===== src/rtl/hbi_pkg.sv =====
package hbi_pkg;
    localparam int DW = 8;
    localparam int AW = 3;
    localparam int GW = 2 * DW;
    localparam int NGAIN = 4;

    localparam logic [AW-1:0] OFS_CMD  = 3'd0;
    localparam logic [AW-1:0] OFS_DATA = 3'd1;
    localparam logic [AW-1:0] OFS_BBUF = 3'd5;

    localparam logic [DW-1:0] RN_INIT  = 8'h21;
    localparam logic [DW-1:0] RN_MUX   = 8'h44;
    localparam logic [DW-1:0] RN_GAIN0 = 8'h63;
    localparam logic [DW-1:0] RN_MODEA = 8'h69;
    localparam logic [DW-1:0] RN_MODEB = 8'h6A;

    localparam int PB_DTX = 0;
    localparam int PB_DRX = 1;
    localparam int PB_BCH = 4;
    localparam int MUX_BEN = 3;
    localparam int INIT_OFF = 2;

    typedef struct packed {
        logic [GW-1:0] side;
        logic [GW-1:0] ext;
        logic [GW-1:0] rx;
        logic [GW-1:0] tx;
    } gain_set_t;

    function automatic logic is_gain(input logic [DW-1:0] rn);
        return (rn >= RN_GAIN0) && (rn < RN_GAIN0 + DW'(NGAIN));
    endfunction
endpackage


===== src/rtl/hbi_regfile.sv =====
module hbi_regfile
    import hbi_pkg::*;
(
    input  logic          clk,
    input  logic          rst,
    input  logic          cmd_wr,
    input  logic          dat_wr,
    input  logic          dat_rd,
    input  logic [DW-1:0] wdata,
    output logic [DW-1:0] rdata,
    output gain_set_t     gains,
    output logic [DW-1:0] mode_a,
    output logic [DW-1:0] mode_b,
    output logic [DW-1:0] init_q,
    output logic [DW-1:0] mux_q
);
    logic [DW-1:0] sel_q;
    logic          hi_q;
    logic [GW-1:0] gword [NGAIN];

    always_ff @(posedge clk) begin
        if (rst) begin
            sel_q <= '0;
            hi_q  <= 1'b0;
        end else if (cmd_wr) begin
            sel_q <= wdata;
            hi_q  <= 1'b0;
        end else if ((dat_wr || dat_rd) && is_gain(sel_q)) begin
            hi_q  <= ~hi_q;
        end
    end

    for (genvar g = 0; g < NGAIN; g++) begin : g_gain
        always_ff @(posedge clk) begin
            if (rst) begin
                gword[g] <= '0;
            end else if (dat_wr && sel_q == RN_GAIN0 + DW'(g)) begin
                if (hi_q) gword[g][GW-1:DW] <= wdata;
                else      gword[g][DW-1:0]  <= wdata;
            end
        end
    end

    always_ff @(posedge clk) begin
        if (rst) begin
            mode_a <= '0;
            mode_b <= '0;
            init_q <= '0;
            mux_q  <= '0;
        end else if (dat_wr) begin
            case (sel_q)
                RN_MODEA: mode_a <= wdata;
                RN_MODEB: mode_b <= wdata;
                RN_INIT:  init_q <= wdata;
                RN_MUX:   mux_q  <= wdata;
                default: ;
            endcase
        end
    end

    assign gains.tx   = gword[0];
    assign gains.rx   = gword[1];
    assign gains.ext  = gword[2];
    assign gains.side = gword[3];

    always_comb begin
        rdata = '0;
        if (is_gain(sel_q)) begin
            for (int g = 0; g < NGAIN; g++)
                if (sel_q == RN_GAIN0 + DW'(g))
                    rdata = hi_q ? gword[g][GW-1:DW] : gword[g][DW-1:0];
        end else begin
            case (sel_q)
                RN_MODEA: rdata = mode_a;
                RN_MODEB: rdata = mode_b;
                RN_INIT:  rdata = init_q;
                RN_MUX:   rdata = mux_q;
                default:  rdata = '0;
            endcase
        end
    end

    AST_CMD_LOW: assert property (@(posedge clk) disable iff (rst)
        cmd_wr |=> !hi_q);
    AST_IDX_WRAP: assert property (@(posedge clk) disable iff (rst)
        (!cmd_wr && (dat_wr || dat_rd) && is_gain(sel_q) && hi_q) |=> !hi_q);
    AST_GAIN_HOLD: assert property (@(posedge clk) disable iff (rst)
        !dat_wr |=> $stable(gains));
endmodule


===== src/rtl/hbi_irq.sv =====
module hbi_irq
    import hbi_pkg::*;
(
    input  logic          clk,
    input  logic          rst,
    input  logic          evt_dtx,
    input  logic          evt_drx,
    input  logic          tick,
    input  logic          rd_clr,
    input  logic          active,
    input  logic          ints_off,
    input  logic          bch_en,
    output logic [DW-1:0] pend,
    output logic          irq
);
    logic [DW-1:0] set_v;

    always_comb begin
        set_v = '0;
        set_v[PB_DTX] = evt_dtx;
        set_v[PB_DRX] = evt_drx;
        set_v[PB_BCH] = tick;
    end

    always_ff @(posedge clk) begin
        if (rst) pend <= '0;
        else     pend <= (rd_clr ? '0 : pend) | set_v;
    end

    assign irq = active && !ints_off &&
                 (pend[PB_DTX] || pend[PB_DRX] || (pend[PB_BCH] && bch_en));

    AST_CLR_EMPTY: assert property (@(posedge clk) disable iff (rst)
        (rd_clr && !evt_dtx && !evt_drx && !tick) |=> pend == '0);
    AST_TICK_FLAG: assert property (@(posedge clk) disable iff (rst)
        tick |=> pend[PB_BCH]);
    AST_IRQ_DROP: assert property (@(posedge clk) disable iff (rst)
        (rd_clr && !evt_dtx && !evt_drx && !tick) |=> !irq);
endmodule


===== src/rtl/hbi_bchan.sv =====
module hbi_bchan
    import hbi_pkg::*;
(
    input  logic          clk,
    input  logic          rst,
    input  logic          tick,
    input  logic          tx_wr,
    input  logic [DW-1:0] wdata,
    input  logic [DW-1:0] rx_in,
    output logic [DW-1:0] rx_buf,
    output logic [DW-1:0] tx_hold
);
    logic [DW-1:0] tx_buf;

    always_ff @(posedge clk) begin
        if (rst) begin
            tx_buf  <= '0;
            rx_buf  <= '0;
            tx_hold <= '0;
        end else begin
            if (tx_wr) tx_buf <= wdata;
            if (tick) begin
                rx_buf  <= rx_in;
                tx_hold <= tx_buf;
            end
        end
    end

    AST_RX_CAPTURE: assert property (@(posedge clk) disable iff (rst)
        tick |=> rx_buf == $past(rx_in));
    AST_HOLD_STILL: assert property (@(posedge clk) disable iff (rst)
        !tick |=> $stable(tx_hold));
endmodule


===== src/rtl/hbi_top.sv =====
module hbi_top
    import hbi_pkg::*;
(
    input  logic          clk,
    input  logic          rst,
    input  logic          bus_sel,
    input  logic          bus_wr,
    input  logic          bus_rd,
    input  logic [2:0]    bus_addr,
    input  logic [7:0]    bus_wdata,
    output logic [7:0]    bus_rdata,
    input  logic          evt_dtx,
    input  logic          evt_drx,
    input  logic          sample_tick,
    input  logic [7:0]    rx_sample,
    output logic [7:0]    tx_hold,
    output logic [15:0]   gain_tx,
    output logic [15:0]   gain_rx,
    output logic [15:0]   gain_ext,
    output logic [15:0]   gain_side,
    output logic [7:0]    mode_a,
    output logic [7:0]    mode_b,
    output logic          irq
);
    logic wr_q, rd_q;
    logic cmd_wr, dat_wr, dat_rd, irq_rd, buf_wr, buf_rd;
    logic [DW-1:0] reg_rdata, pend, rx_buf, init_q, mux_q;
    gain_set_t gains;

    assign wr_q   = bus_sel && bus_wr;
    assign rd_q   = bus_sel && bus_rd && !bus_wr;
    assign cmd_wr = wr_q && bus_addr == OFS_CMD;
    assign dat_wr = wr_q && bus_addr == OFS_DATA;
    assign buf_wr = wr_q && bus_addr == OFS_BBUF;
    assign irq_rd = rd_q && bus_addr == OFS_CMD;
    assign dat_rd = rd_q && bus_addr == OFS_DATA;
    assign buf_rd = rd_q && bus_addr == OFS_BBUF;

    hbi_regfile u_regs (
        .clk(clk), .rst(rst), .cmd_wr(cmd_wr), .dat_wr(dat_wr), .dat_rd(dat_rd),
        .wdata(bus_wdata), .rdata(reg_rdata), .gains(gains),
        .mode_a(mode_a), .mode_b(mode_b), .init_q(init_q), .mux_q(mux_q)
    );

    hbi_irq u_irq (
        .clk(clk), .rst(rst), .evt_dtx(evt_dtx), .evt_drx(evt_drx),
        .tick(sample_tick), .rd_clr(irq_rd),
        .active(init_q[1:0] == 2'b01), .ints_off(init_q[INIT_OFF]),
        .bch_en(mux_q[MUX_BEN]), .pend(pend), .irq(irq)
    );

    hbi_bchan u_bch (
        .clk(clk), .rst(rst), .tick(sample_tick), .tx_wr(buf_wr),
        .wdata(bus_wdata), .rx_in(rx_sample), .rx_buf(rx_buf), .tx_hold(tx_hold)
    );

    always_comb begin
        bus_rdata = '0;
        if (irq_rd)      bus_rdata = pend;
        else if (dat_rd) bus_rdata = reg_rdata;
        else if (buf_rd) bus_rdata = rx_buf;
    end

    assign gain_tx   = gains.tx;
    assign gain_rx   = gains.rx;
    assign gain_ext  = gains.ext;
    assign gain_side = gains.side;

    AST_IRQ_NEEDS_ACTIVE: assert property (@(posedge clk) disable iff (rst)
        irq |-> (u_regs.init_q == 8'h01 || u_regs.init_q[1:0] == 2'b01));
endmodule


===== config.mk =====
export PLATFORM = sky130hd
export DESIGN_NAME = hbi_top
export DESIGN_NICKNAME = d
export VERILOG_FILES = /design/src/rtl/hbi_pkg.sv /design/src/rtl/hbi_regfile.sv /design/src/rtl/hbi_irq.sv /design/src/rtl/hbi_bchan.sv /design/src/rtl/hbi_top.sv
export SDC_FILE = /design/constraint.sdc
export NUM_CORES = 1
export LEC_CHECK = 0
export BUFFER_PORTS_ARGS = -buffer_cell sky130_fd_sc_hd__buf_4
export CORE_AREA = 3 3 130 132
export CTS_CLUSTER_DIAMETER = 150
export DETAILED_ROUTE_END_ITERATION = 12
export DIE_AREA = 0 0 133 135
export HOLD_SLACK_MARGIN = 0.08
export PLACE_DENSITY = 0.65
export SLEW_MARGIN = 10
export SYNTH_ARGS = -nofsm -noshare
export SYNTH_HDL_FRONTEND = slang
export SYNTH_SLANG_ARGS = --single-unit

===== constraint.sdc =====
create_clock -name clk -period 2 [get_ports clk]
set_input_delay 0.1 -clock clk [delete_from_list [all_inputs] [get_ports clk]]
set_output_delay 0.1 -clock clk [all_outputs]
set_load 0.01 [all_outputs]

# After elaboration in Yosys (flattened, before gate mapping)
# Memories as Yosys holds them, arrays and structs flattened.
# Cells that the tools add are included.
dict set report op_classes {
  order_cmp 2
  eq_ne 11
  n_mux 50
  bitwise 10
  n_reduce_logical 29
}
# operator n
set op_table {}
lappend op_table {{$mux W8} 21}
lappend op_table {{$eq A8 B7 Y1 const B} 7}
lappend op_table {{$pmux W8 S4} 1}
lappend op_table {{$mux W1} 28}
lappend op_table {{$logic_and A1 B1 Y1} 18}
lappend op_table {{$eq A8 B6 Y1 const B} 1}
lappend op_table {{$ge A8 B7 Y1 const B} 1}
lappend op_table {{$lt A8 B7 Y1 const B} 1}
lappend op_table {{$or A1 B1 Y1} 8}
lappend op_table {{$or A8 B5 Y8} 1}
lappend op_table {{$reduce_and A2 Y1} 4}
lappend op_table {{$eq A3 B1 Y1 const B} 1}
lappend op_table {{$eq A3 B3 Y1 const B} 1}
lappend op_table {{$logic_not A3 Y1} 1}
lappend op_table {{$logic_or A1 B1 Y1} 3}
lappend op_table {{$eq A2 B1 Y1 const B} 1}
lappend op_table {{$logic_not A1 Y1} 2}
lappend op_table {{$reduce_or A2 Y1} 1}
lappend op_table {{$not A1 Y1} 1}
dict set report totals {
  ff_bits 73
  ramBits 64
  in_bits 27
  output_inout_bits 97
  wordCells 113
  mem_count 1
}
# name depth width rd rd_clocked_by_memory_dff wr line
set memory_table {}
lappend memory_table {u_regs.gword 4 16 4 0 4 hbi_regfile.sv:19} ;# logic [GW-1:0] gword [NGAIN];

# Depth between registers and ports, before layout
# Gate-level depths: netlist of run 1.
# An unclocked memory read counts as a cell.
dict set report logic_depth {
  depth_word 9
  mapped_depth 8
  depth_no_buf 5
}

# Hierarchy
# A second synthesis of run 1 with hierarchy kept.
dict set report hier_totals {
  hier_cells 564
  hier_area_um2 6266.0
}
# module instances cells_each area_each_um2 seq_area_each_um2
set modules_own_cells {}
lappend modules_own_cells {hbi_regfile 1 429 4919.7 2742.6}
lappend modules_own_cells {hbi_bchan 1 77 858.3 480.5}
lappend modules_own_cells {hbi_top 1 38 316.6 0.0}
lappend modules_own_cells {hbi_irq 1 20 171.4 60.1}

# Worst setup path before layout of run 1
# OpenSTA, ideal clock, no wires.
dict set report synth_path {
  kind {reg-to-reg}
  start {register u_regs.hi_q}
  end {memory u_regs.gword[0][10] (netlist name) (enable)}
  setup_time_ns 0.375
  t_arrival_ns 1.483
  required_ns 1.625
  path_slack_ns 0.142
  path_stages_with_launch 6
  path_buffers 3
  period_less_slack_ns 1.858
  path_cell_list {dfxtp_1 buf_4 buf_4 buf_4 nand2_1 o21bai_1}
}
# item line
set synth_rtl {}
lappend synth_rtl {{start: declaration} hbi_regfile.sv:18} ;# logic hi_q;
lappend synth_rtl {{start signal: assignment} hbi_regfile.sv:29} ;# hi_q <= ~hi_q;
lappend synth_rtl {{end: declaration} hbi_regfile.sv:19}

# Worst setup path in the final report of run 1
dict set report layout_path {
  start {register u_regs.sel_q[4]}
  end {output bus_rdata[7]}
}
dict set report layout_via {
  elab_chain_len 8
  word_cells_on_any_way 19
  classes_between {2 x order compare; 8 x eq/ne; 8 x mux; 1 x reduce/logical}
}
# item line
set layout_lines {}
lappend layout_lines {{start: declaration} hbi_regfile.sv:17} ;# logic [DW-1:0] sel_q;
lappend layout_lines {{start signal: assignment} hbi_regfile.sv:26} ;# sel_q <= wdata;
lappend layout_lines {{$eq A8 B7 Y1} hbi_regfile.sv:70} ;# if (sel_q == RN_GAIN0 + DW'(g))
lappend layout_lines {{$mux W8 (4 in series)} hbi_regfile.sv:70}
lappend layout_lines {{$mux W8 *} hbi_regfile.sv:68} ;# if (is_gain(sel_q)) begin
lappend layout_lines {{$mux W8 *} hbi_top.sv:60} ;# else if (dat_rd) bus_rdata = reg_rdata;
lappend layout_lines {{$mux W8 *} hbi_top.sv:59} ;# if (irq_rd) bus_rdata = pend;
lappend layout_lines {{end: declaration} hbi_top.sv:11} ;# output logic [7:0] bus_rdata,
# Mark *: on every way between the ends. The rest lies on a longest branch, timed or not.

==> qor.yml, run 1 <==
status:
  run_status: "complete, but fails checks"
  violations: "negative setup slack"
cells_and_area:
  syn_to_final_growth_pct: 43.4
  n_antenna_cell: 0
  fraction_of_final_layout_cells_sized_beyond_drive_strength_1_pct: 39.5
  finalInstanceArea_um2: 8790
  fin_cells: 970
  finish.net_count: 768
  filler_cell_count_in_the_final_layout: 1358
synth:
  synth_common_cells: "mux2i_1, nor2_1, and2_1"
  edff_count_synth: 64
  post_synth_num_cell_types: 48
  synth_simple_gate_area_share_pct: 18.7
  ys_async_sr_fraction_pct: 0
  synth-compound-area-share_pct: 9.10
  synth.ff_latch_count: 132
  ys_top_cells_by_area: "edfxtp_1, dfxtp_1, mux2i_1, and2_1, nor2_1"
  synth.net_count: 584
  synth.avg_cell_area_um2: 11.0
  top_cell_type_s_share_of_synthesized_area_pct: 31.3
  syn-cell-area_um2: 6130
  synth_cells: 557
  synth_adder_area_share_pct: 0
  synth_top_area_cell: "edfxtp_1"
  synthMostInstantiatedCell: "mux2i_1"
  yosysSeqAreaShare_pct: 53.6
  synth_warnings: 0
  largest_family_of_logic_cells_by_synthesized_area: "simple AND/OR/NAND/NOR gates"
  mux_cell_area_share_after_synthesis_pct: 14.6
  top_reg_cell_synth: "dfxtp_1"
  parity_gate_share_of_the_synthesized_area_counting_xor_and_xnor_cells_pct: 0.143
clock_network:
  clock_path_buffers: 2
  htree_num_levels: 4
  tritoncts_clock_tree: "yes"
  insertion_delay_ns: 0.42
  clkTransAtPathRegs_ns: 0.06
  cts_inserted_buffers: 17
  root_buffer: "clkbuf_16"
  clock_sinks: 132
place:
  gp_routability_congestion: 0.914
  port_buffers: 123
  number_of_placed_instances_with_taps_included: 903
  place_hpwl_mm: 13.6
  dpl_cell_area_um2: 7500
  post_place_setup_slack_ns: 0.0121
setup_path:
  critical_path.max_fanout: 5
  r2r-start: "u_regs.sel_q[4]$_SDFFE_PP0P_"
  worst_ep_required_time_ns: 1.90
  critPathLaunchType: "flip-flop"
  critPathArrivalTime_ns: 2.17
  worstSetupStartpoint: "u_regs.sel_q[4]$_SDFFE_PP0P_"
  critical_path.endpoint_type: "primary output"
  logic_depth_of_the_worst_register_to_register_path: 8
  crit-reg2reg-capture: "u_regs.gword[1][10]$_SDFFCE_PN0P_"
  timing.setup.critical_path_class: "flip-flop to primary output"
  setup.reg_to_reg.worst_slack_ns: 0.11
routing:
  drt_pre_antenna_iters: 4
  routedWlPerCell_um: 19.9
  post_drt_via_cell_ratio: 5.27
  drc_errors: 0
  antenna_violating_nets_post_route: 0
  first_iter_violations: 315
  detail_route.wirelength_mm: 19.3
  via_count: 5111
sta:
  setup_total_negative_slack_ns: -1.84
  layout_worst_path_cycle_share_pct: 114
  setup_slack_ns: -0.271
  finalHoldViolCount: 0
  achievable-frequency_mhz: 440
  post-route-min-period_ns: 2.27
  final.hold.worst_slack_ns: 0.142
  clock_skew_ns: 0.00699
  slew_violations: 0
  timing.final.setup_violations: 8
  slew_headroom_pct: 57.7
  rsz_0062_raised_after_global_routing: "yes"
  timing_worst_slew_pin_value_ns: 0.632
job:
  maxCapViolations: 0
global_route:
  track_usage_pct: 21.2
  grt_antenna_before_repair: 0
  grt_pass1_wl_mm: 29.2
  grt-ovfl-total: 0
  grt_max_degree: 57
  first_global_vias: 5214
floorplan:
  floorplan.io_pins: 124
  core_um2: 15800
  fp.dieArea_um2: 18000
  chipHeight_um: 135
  start_util_pct: 38.7
  die_width_um: 133
  standard_cell_row_count: 46
hold_path:
  hold-path-endpoint: "u_irq.pend[4]$_SDFF_PP0_"
  worst_hold_class: "input port to flip-flop"
  number_of_instances_on_the_worst_hold_path: 3
  hold_start: "sample_tick"
power_and_ir_drop:
  powerDensity_nw_per_um2: 721
  leakagePower_nw: 3.63
  peakVddDrop_uv: 624
sequential cells by signal, summed over array words and instances (netlist names):
name / cells
u_irq.pend: 3
u_regs.gword: 64
u_regs.mode_b: 8
u_bch.rx_buf: 8
u_bch.tx_hold: 8
u_regs.init_q: 8
u_regs.hi_q: 1
u_regs.sel_q: 8
u_regs.mode_a: 8
u_bch.tx_buf: 8
u_regs.mux_q: 8
critical path, stage by stage (launching register included):
cell and delay, ns:
dfxtp_2 0.34, nor3b_4 0.24, buf_6 0.14, and4_4 0.25, buf_6 0.12, a221oi_1 0.09
o21a_1 0.14, a221oi_2 0.26, buf_4 0.17
cell families (layout without fill, tap and decap cells):
| kind of cell | count (synthesis) | count (layout) |
|---|---|---|
| compound gates | 78 | 78 |
| xor+xnor | 1 | 1 |
| buf+inv | 50 | 247 |
| flops | 132 | 132 |
| mux | 88 | 88 |
| simple gates | 208 | 208 |
cells in the final DEF (no fill, tap or decap), types with 5 or more instances in the layout:
cell	Yosys	layout
a221oi_2	1	12
clkbuf_16	0	17
mux2_2	10	10
nor2_1	71	66
o21bai_1	8	8
dfxtp_2	0	5
a21oi_1	20	19
buf_4	8	173
nand2_1	17	16
nor3_2	8	5
mux2i_1	78	74
dfxtp_1	68	59
edfxtp_1	64	64
dlygate4sd3_1	0	23
and2_1	69	67
buf_6	1	6
inv_1	10	10
nand3_1	15	12
layout make-up:
cell class	count	area (um2)	share of cell area, %
sequential	132	3300	37.6
timing repair buffer	205	1660	18.8
clock buffer	20	467	5.31
multi-input combinational	375	2950	33.6
clock inverter	12	104	1.18
tap	216	270	3.07
inverter	10	37.5	0.427
timing repair:
action | CTS | global route
gates cloned | 0 | 0
resized for setup | 65 | 27
pin swaps | 9 | 11
hold endpoints to repair | 26 | 0
endpoints found under the setup margin | 8 | 32
setup buffers | 5 | 9
hold buffers | 23 | 0
report_power, final:
group	switching (mW)	internal (mW)	leakage [nW]	total, mW
Sequential	0.0499	2.89	1.22	2.94
Clock	1.18	1.80	0.282	2.98
Combinational	0.238	0.188	2.13	0.425
stage by stage:
stage / utilization [%] / power (mW)
3_5_place_dp: 47.4 / 3.37
4_1_cts: 54.3 / 6.36
5_1_grt: 55.5 / 6.52
3_3_place_gp: 47.4 / 3.36
2_1_floorplan: - / 3.15
6_report: 55.5 / 6.34
per-layer routing:
| layer | vias to the layer above | routed length, um | GRT usage [%] |
|---|---|---|---|
| li1 | 2374 | - | - |
| met1 | 2524 | 8600 | 27.2 |
| met2 | 180 | 9030 | 34.3 |
| met3 | 33 | 1200 | 6.52 |
| met4 | 0 | 436 | 6.76 |
| met5 | - | 0 | 0 |
worst max path at each step:
stage,endpoint,slack (ns),depth (start not counted)
global placement,bus_rdata[2],-0.004,7
finish,bus_rdata[7],-0.27,8
global route,bus_rdata[7],-0.35,8
floorplan,u_regs.gword[0][10]$_SDFFCE_PN0P_,0.14,5
detailed placement,bus_rdata[7],0.01,7
CTS,bus_rdata[7],-0.28,8
Note: power is estimated with default switching activity, not from simulation.
==> inputs of run 2 (changes only) <==
--- a/config.mk
+++ b/config.mk
@@ -11,7 +11,7 @@
 export DETAILED_ROUTE_END_ITERATION = 12
 export DIE_AREA = 0 0 133 135
 export HOLD_SLACK_MARGIN = 0.08
-export PLACE_DENSITY = 0.65
+export PLACE_DENSITY_LB_ADDON = 0.25
 export SLEW_MARGIN = 10
 export SYNTH_ARGS = -nofsm -noshare
 export SYNTH_HDL_FRONTEND = slang
==> qor.yml, run 2 (synthesis gave the netlist of run 1 again) <==
clock_network:
  clkTransAtPathRegs_ns: 0.06  # about the same
  cts_inserted_buffers: 17  # unchanged
  clock_path_buffers: 2  # unchanged
  root_buffer: "clkbuf_16"  # unchanged
  htree_num_levels: 4  # unchanged
  tritoncts_clock_tree: "yes"  # unchanged
  insertion_delay_ns: 0.43  # was 0.42 ns
  clock_sinks: 132  # unchanged
floorplan:
  fp.dieArea_um2: 18000  # unchanged
  core_um2: 15800  # unchanged
  floorplan.io_pins: 124  # unchanged
  die_width_um: 133  # unchanged
  standard_cell_row_count: 46  # unchanged
  chipHeight_um: 135  # unchanged
  start_util_pct: 38.7  # unchanged
routing:
  drc_errors: 0  # unchanged
  first_iter_violations: 380  # was 315
  via_count: 5038  # was 5111
  post_drt_via_cell_ratio: 5.22  # was 5.27
  detail_route.wirelength_mm: 19.4  # was 19.3 mm
  antenna_violating_nets_post_route: 0  # unchanged
  routedWlPerCell_um: 20.1  # was 19.9 um
  drt_pre_antenna_iters: 5  # was 4
cells_and_area:
  commonest_cells_after_routing_fill_and_taps_aside: "buf_4, mux2i_1, nor2_1"  # was buf_4, mux2i_1, and2_1
  syn_to_final_growth_pct: 42.8  # was 43.4%
  largest_reg_by_ff_count: "u_regs.gword"  # unchanged
  largest_reg_flops: 64  # unchanged
  finish.net_count: 763  # was 768
  fraction_of_final_layout_cells_sized_beyond_drive_strength_1_pct: 39.3  # was 39.5%
  filler_cell_count_in_the_final_layout: 1387  # was 1358
  final_common_cell: "buf_4"  # unchanged
status:
  run_status: "complete, but fails checks"  # unchanged
  violations: "negative setup slack"  # unchanged
power_and_ir_drop:
  clock_power_share_pct: 49.0  # was 47.0%
  seq_power_share_pct: 44.7  # was 46.3%
  power_switching_mw: 1.45  # was 1.46 mW
  powerDensity_nw_per_um2: 752  # was 721 nW/um2
  leakagePower_nw: 3.61  # was 3.63 nW
  power_frac_comb_pct: 6.3  # was 6.7%
  post_layout_power_mw: 6.58  # was 6.34 mW
  peakVddDrop_uv: 584  # was 624 uV
  intPower_mw: 5.14  # was 4.88 mW
  power.share.switching_pct: 22.0  # was 23.1%
sta:
  clock_skew_ns: 0.0190  # was 0.00699 ns
  slew_headroom_pct: 54.4  # was 57.7%
  rsz_0062_raised_after_global_routing: "yes"  # unchanged
  timing_worst_slew_pin_value_ns: 0.682  # was 0.632 ns
  post-route-min-period_ns: 2.28  # was 2.27 ns
  setup_slack_ns: -0.281  # was -0.271 ns
  finalHoldViolCount: 0  # unchanged
  timing.final.setup_violations: 8  # unchanged
  achievable-frequency_mhz: 438  # was 440 MHz
  layout_worst_path_cycle_share_pct: 114  # about the same
  slew_violations: 0  # unchanged
setup_path:
  critical_path.top_delay_family: "compound AO/OA/AOI/OAI gates"  # was simple AND/OR/NAND/NOR gates
  r2r-start: "u_regs.sel_q[6]$_SDFFE_PP0P_"  # was u_regs.sel_q[4]$_SDFFE_PP0P_
  critPathArrivalTime_ns: 2.18  # was 2.17 ns
  crit_buf_inv: 2  # was 3
  critical_path.max_fanout: 6  # was 5
  timing.critical_path.cells: "nor3b_4, buf_4, nand4b_4, o221ai_2, o21ai_2, a221oi_2, buf_4"  # was nor3b_4, buf_6, and4_4, buf_6, a221oi_1, o21a_1, a221oi_2, buf_4
  critical_path.endpoint_type: "primary output"  # unchanged
  worst_ep_required_time_ns: 1.90  # about the same
  worstSetupStartpoint: "u_regs.sel_q[6]$_SDFFE_PP0P_"  # was u_regs.sel_q[4]$_SDFFE_PP0P_
  crit_top_cell: "buf_4"  # was buf_6
  slowest_stage: "dfxtp_2"  # unchanged
  timing.critical_path.slowest_cell_delay_ns: 0.36  # was 0.34 ns
  critPathLaunchType: "flip-flop"  # unchanged
  timing.setup.critical_path_class: "flip-flop to primary output"  # unchanged
global_route:
  groute.layer.met2.usage_pct: 34.7  # was 34.3%
  use_met1_pct: 28.7  # was 27.2%
  grt-ovfl-total: 0  # unchanged
  global_route.usage.met3_pct: 5.96  # was 6.52%
  first_global_vias: 5136  # was 5214
  grt_max_degree: 44  # was 57
  grt_pass1_wl_mm: 29.8  # was 29.2 mm
  grt_antenna_before_repair: 0  # unchanged
  grt_most_used_layer: "met2"  # unchanged
  track_usage_pct: 21.8  # was 21.2%
place:
  post_place_setup_slack_ns: -0.0276  # was 0.0121 ns
  port_buffers: 123  # unchanged
  gp_routability_congestion: 0.889  # was 0.914
  place_hpwl_mm: 13.6  # about the same
hold_path:
  hold_start: "rst"  # was sample_tick
  worst_hold_class: "input port to flip-flop"  # unchanged
job:
  maxCapViolations: 0  # unchanged
run 2: area by class of cell:
type | instances | area (um2) | area share [%]
Antenna cell | 1 | 2.50 | 0.0286
Clock inverter | 14 | 186 | 2.13
Tap cell | 216 | 270 | 3.09
Sequential cell | 132 | 3300 | 37.7
Inverter | 10 | 37.5 | 0.429
Timing Repair Buffer | 200 | 1610 | 18.4
Clock buffer | 17 | 425 | 4.86
Multi-Input combinational cell | 375 | 2920 | 33.4
run 2: through the flow:
step | util (%) | cells | area, um2 | setup TNS, ns | hold WS [ns]
2_1_floorplan | - | 557 | 6130 | 0 | 0.217
3_3_place_gp | 47.0 | 897 | 7440 | -0.0570 | 0.307
3_5_place_dp | 47.0 | 897 | 7440 | -0.0687 | 0.324
4_1_cts | 54.8 | 964 | 8680 | -1.65 | 0.0979
5_1_grt | 55.3 | 964 | 8750 | -3.34 | 0.145
6_report | 55.3 | 965 | 8760 | -2.05 | 0.139
run 2: routing by layer:
layer | share of wire, % | vias up
met5 | 0 | -
met4 | 2.1 | 0
met3 | 6.2 | 29
met2 | 47 | 169
met1 | 44 | 2475
li1 | - | 2365
run 2: power by group through the flow:
stage / registers (mW) / logic (mW) / clock network, mW
final: 2.94 / 0.416 / 3.23
after CTS: 2.94 / 0.416 / 3.28
after global routing: 2.95 / 0.446 / 3.41
after detailed placement: 3.00 / 0.373 / 0
after floorplan: 3.00 / 0.143 / 0
after global placement: 2.99 / 0.368 / 0
run 2: timing repair:
action | 4_1_cts | 5_1_grt
cloned | 0 | 0
setup buffers | 18 | 2
hold buffers | 18 | 0
pin swaps | 21 | 10
setup endpoints to repair | 8 | 21
resized for setup | 74 | 15
endpoints found under the hold margin | 19 | 0
run 2: final timing paths:
kind                                                         end  slack [ns]  depth (start not counted)
worst max-delay path                                bus_rdata[6]       -0.28                          7
worst min-delay path                u_regs.sel_q[0]$_SDFFE_PP0P_        0.14                          2
worst max register to register  u_regs.gword[1][2]$_SDFFCE_PN0P_        0.06                          7
worst min register to register     u_regs.mode_a[4]$_SDFFE_PP0P_        0.49                          2
==> inputs of run 3 (changes only) <==
--- a/config.mk
+++ b/config.mk
@@ -6,13 +6,15 @@
 export NUM_CORES = 1
 export LEC_CHECK = 0
 export BUFFER_PORTS_ARGS = -buffer_cell sky130_fd_sc_hd__buf_4
-export CORE_AREA = 3 3 130 132
+export CORE_AREA = 3 3 131 133
 export CTS_CLUSTER_DIAMETER = 150
 export DETAILED_ROUTE_END_ITERATION = 12
-export DIE_AREA = 0 0 133 135
+export DIE_AREA = 0 0 134 136
 export HOLD_SLACK_MARGIN = 0.08
 export PLACE_DENSITY_LB_ADDON = 0.25
-export SLEW_MARGIN = 10
+export SLEW_MARGIN = 0
 export SYNTH_ARGS = -nofsm -noshare
 export SYNTH_HDL_FRONTEND = slang
+export SYNTH_HIERARCHICAL = 1
 export SYNTH_SLANG_ARGS = --single-unit
+export TNS_END_PERCENT = 1
==> qor.yml, run 3 <==
status:
  run_status: "complete, but fails checks"  # unchanged
  violations: "negative setup slack"  # unchanged
clock_network:
  cts_inserted_buffers: 17  # unchanged
  insertion_delay_ns: 0.42  # was 0.43 ns
  clock_path_buffers: 2  # unchanged
  clock_sinks: 132  # unchanged
  clkTransAtPathRegs_ns: 0.06  # about the same
  tritoncts_clock_tree: "yes"  # unchanged
  root_buffer: "clkbuf_16"  # unchanged
  htree_num_levels: 4  # unchanged
cells_and_area:
  syn_to_final_growth_pct: 39.5  # was 42.8%
  n_antenna_cell: 0  # was 1
  final_common_cell: "buf_4"  # unchanged
  largest_reg_flops: 64  # unchanged
  largest_reg_by_ff_count: "u_regs/gword"  # was u_regs.gword
  finish.net_count: 779  # was 763
  filler_cell_count_in_the_final_layout: 1393  # was 1387
  fraction_of_final_layout_cells_sized_beyond_drive_strength_1_pct: 37.0  # was 39.3%
  fin_util_pct: 54.8  # was 55.3%
  seqCellArea_um2: 3290  # was 3300 um2
  commonest_cells_after_routing_fill_and_taps_aside: "buf_4, mux2i_1, and2_1"  # was buf_4, mux2i_1, nor2_1
  multi_input_area_um2: 2870  # was 2920 um2
job:
  maxCapViolations: 0  # unchanged
global_route:
  grt_antenna_before_repair: 0  # unchanged
  global_route.usage.met3_pct: 3.66  # was 5.96%
  first_global_vias: 5142  # was 5136
  grt-ovfl-total: 0  # unchanged
  grt_max_degree: 37  # was 44
  grt_pass1_wl_mm: 28.3  # was 29.8 mm
  groute.layer.met2.usage_pct: 34.7  # about the same
  use_met1_pct: 25.7  # was 28.7%
  track_usage_pct: 20.3  # was 21.8%
  grt_most_used_layer: "met2"  # unchanged
place:
  gp_routability_congestion: 0.897  # was 0.889
  port_buffers: 123  # unchanged
  place_hpwl_mm: 13.2  # was 13.6 mm
floorplan:
  die_width_um: 134  # was 133 um
  chipHeight_um: 136  # was 135 um
  start_util_pct: 39.3  # was 38.7%
  fp.dieArea_um2: 18200  # was 18000 um2
  core_um2: 15900  # was 15800 um2
  standard_cell_row_count: 46  # unchanged
  floorplan.io_pins: 124  # unchanged
power_and_ir_drop:
  power_switching_mw: 1.40  # was 1.45 mW
  post_layout_power_mw: 6.24  # was 6.58 mW
  powerDensity_nw_per_um2: 714  # was 752 nW/um2
  leakagePower_nw: 3.53  # was 3.61 nW
  power.share.switching_pct: 22.4  # was 22.0%
  peakVddDrop_uv: 591  # was 584 uV
  power_frac_comb_pct: 7.2  # was 6.3%
  clock_power_share_pct: 45.9  # was 49.0%
  intPower_mw: 4.85  # was 5.14 mW
  seq_power_share_pct: 46.9  # was 44.7%
setup_path:
  worst_ep_required_time_ns: 1.90  # about the same
  critPathArrivalTime_ns: 2.42  # was 2.18 ns
  critical_path.endpoint_type: "primary output"  # unchanged
  critPathLaunchType: "flip-flop"  # unchanged
  critical_path.max_fanout: 6  # unchanged
  timing.setup.critical_path_class: "flip-flop to primary output"  # unchanged
sta:
  clock_skew_ns: 0.00890  # was 0.0190 ns
  rsz_0062_raised_after_global_routing: "yes"  # unchanged
  slew_violations: 0  # unchanged
  setup_slack_ns: -0.516  # was -0.281 ns
  timing.final.setup_violations: 8  # unchanged
  layout_worst_path_cycle_share_pct: 126  # was 114%
  post-route-min-period_ns: 2.52  # was 2.28 ns
  finalHoldViolCount: 0  # unchanged
  achievable-frequency_mhz: 397  # was 438 MHz
routing:
  drt_pre_antenna_iters: 5  # unchanged
  post_drt_via_cell_ratio: 5.17  # was 5.22
  routedWlPerCell_um: 19.0  # was 20.1 um
  via_count: 5067  # was 5038
  antenna_violating_nets_post_route: 0  # unchanged
  first_iter_violations: 386  # was 380
  detail_route.wirelength_mm: 18.6  # was 19.4 mm
  drc_errors: 0  # unchanged
synth:
  synth_warnings: 6  # was 0
  synth_common_cells: "mux2i_1, dfxtp_1, and2_1"  # was mux2i_1, nor2_1, and2_1
  ys_async_sr_fraction_pct: 0  # unchanged
  yosysSeqAreaShare_pct: 52.4  # was 53.6%
  synth.avg_cell_area_um2: 11.1  # was 11.0 um2
  top_reg_cell_synth: "dfxtp_1"  # unchanged
  synth.ff_latch_count: 132  # unchanged
  synthMostInstantiatedCell: "mux2i_1"  # unchanged
  top_cell_type_s_share_of_synthesized_area_pct: 30.7  # was 31.3%
  post_synth_num_cell_types: 47  # was 48
  synth_top_area_cell: "edfxtp_1"  # unchanged
  syn-cell-area_um2: 6270  # was 6130 um2
  ys_top_cells_by_area: "edfxtp_1, dfxtp_1, mux2i_1, and2_1, nor2_1"  # unchanged
  synth_cells: 564  # was 557
  edff_count_synth: 64  # unchanged
hold_path:
  worst_hold_class: "input port to flip-flop"  # unchanged
==> run 3: cell count changes in the layout (fill, tap and decap cells not counted), moves of 8 or more <==
| cell | change |
|---|---|
| nor2_1 | -8 |
| buf_4 | +14 |
| nor3_1 | +12 |
| mux2i_1 | +9 |
| a22oi_1 | +12 |
| a221oi_2 | -12 |
==> run 3: metal layers <==
layer	vias to the layer above	share of wire [%]
li1	2392	-
met4	0	1.8
met3	24	5.6
met5	-	0
met1	2479	42
met2	172	50
==> run 3: logic make-up after synthesis <==
| logic type | count (synthesis) | synth area share (%) |
|---|---|---|
| AO/OA/AOI/OAI | 87 | 10.4 |
| XOR/XNOR | 1 | 0.140 |
| buffers and inverters | 55 | 4.53 |
| flip-flops | 132 | 52.4 |
| multiplexers | 96 | 15.6 |
| other | 1 | 0.0598 |
| AND/OR/NAND/NOR | 192 | 16.9 |
==> run 3: power by group through the flow <==
| stage | sequential [mW] | combinational [mW] | clock, mW |
|---|---|---|---|
| 5_1_grt | 2.94 | 0.479 | 3.02 |
| 6_report | 2.93 | 0.446 | 2.87 |
| 2_1_floorplan | 3.00 | 0.182 | 0 |
| 3_3_place_gp | 2.99 | 0.402 | 0 |
| 4_1_cts | 2.93 | 0.444 | 2.91 |
| 3_5_place_dp | 2.99 | 0.409 | 0 |
==> run 3: what timing repair did <==
item	4_1_cts	5_1_grt
hold buffers	19	0
resized for setup	15	31
gates cloned	0	1
endpoints found under the setup margin	8	38
buffers inserted	6	3
endpoints found under the hold margin	32	0
pin swaps	12	15
==> run 3: cell type report <==
class	count	share of cell area [%]
Sequential cell	132	37.7
Timing Repair Buffer	215	19.9
Clock buffer	23	5.72
Clock inverter	8	0.544
Multi-Input combinational cell	381	32.9
Inverter	5	0.215
Tap cell	216	3.09
==> run 3: worst max-delay path, cell delays in order, from the launching register on <==
cell and delay, ns:
dfxtp_2 0.32, or4b_4 0.57, buf_8 0.16, buf_6 0.12, nor2_2 0.07, o21bai_1 0.11
o211ai_1 0.12, mux2i_1 0.13, a211oi_2 0.24, buf_4 0.15
==> run 3: final timing paths <==
kind / endpoint / depth (start not counted) / slack (ns) / startpoint
setup / recovery: bus_rdata[1] / 9 / -0.52 / u_regs/sel_q[0]$_SDFFE_PP0P_
hold / removal: u_regs/mux_q[4]$_SDFFE_PP0P_ / 3 / 0.12 / bus_wdata[4]
setup reg to reg: u_regs/gword[1][10]$_SDFFCE_PN0P_ / 7 / 0.05 / u_regs/sel_q[0]$_SDFFE_PP0P_
hold reg to reg: u_regs/mux_q[0]$_SDFFE_PP0P_ / 2 / 0.47 / u_regs/mux_q[0]$_SDFFE_PP0P_
==> run 3: through the flow <==
step                      std cells  hold slack [ns]  worst slack (ns)  setup TNS, ns  cell area [um2]
after floorplan                 568            0.169           -0.0607         -0.951             6310
after global placement          920            0.332            -0.164         -0.889             7720
after detailed placement        920            0.350            -0.199          -1.17             7720
after CTS                       976           0.0969            -0.549          -4.29             8550
after global routing            980            0.121            -0.628          -4.69             8740
final                           980            0.116            -0.516          -3.89             8740
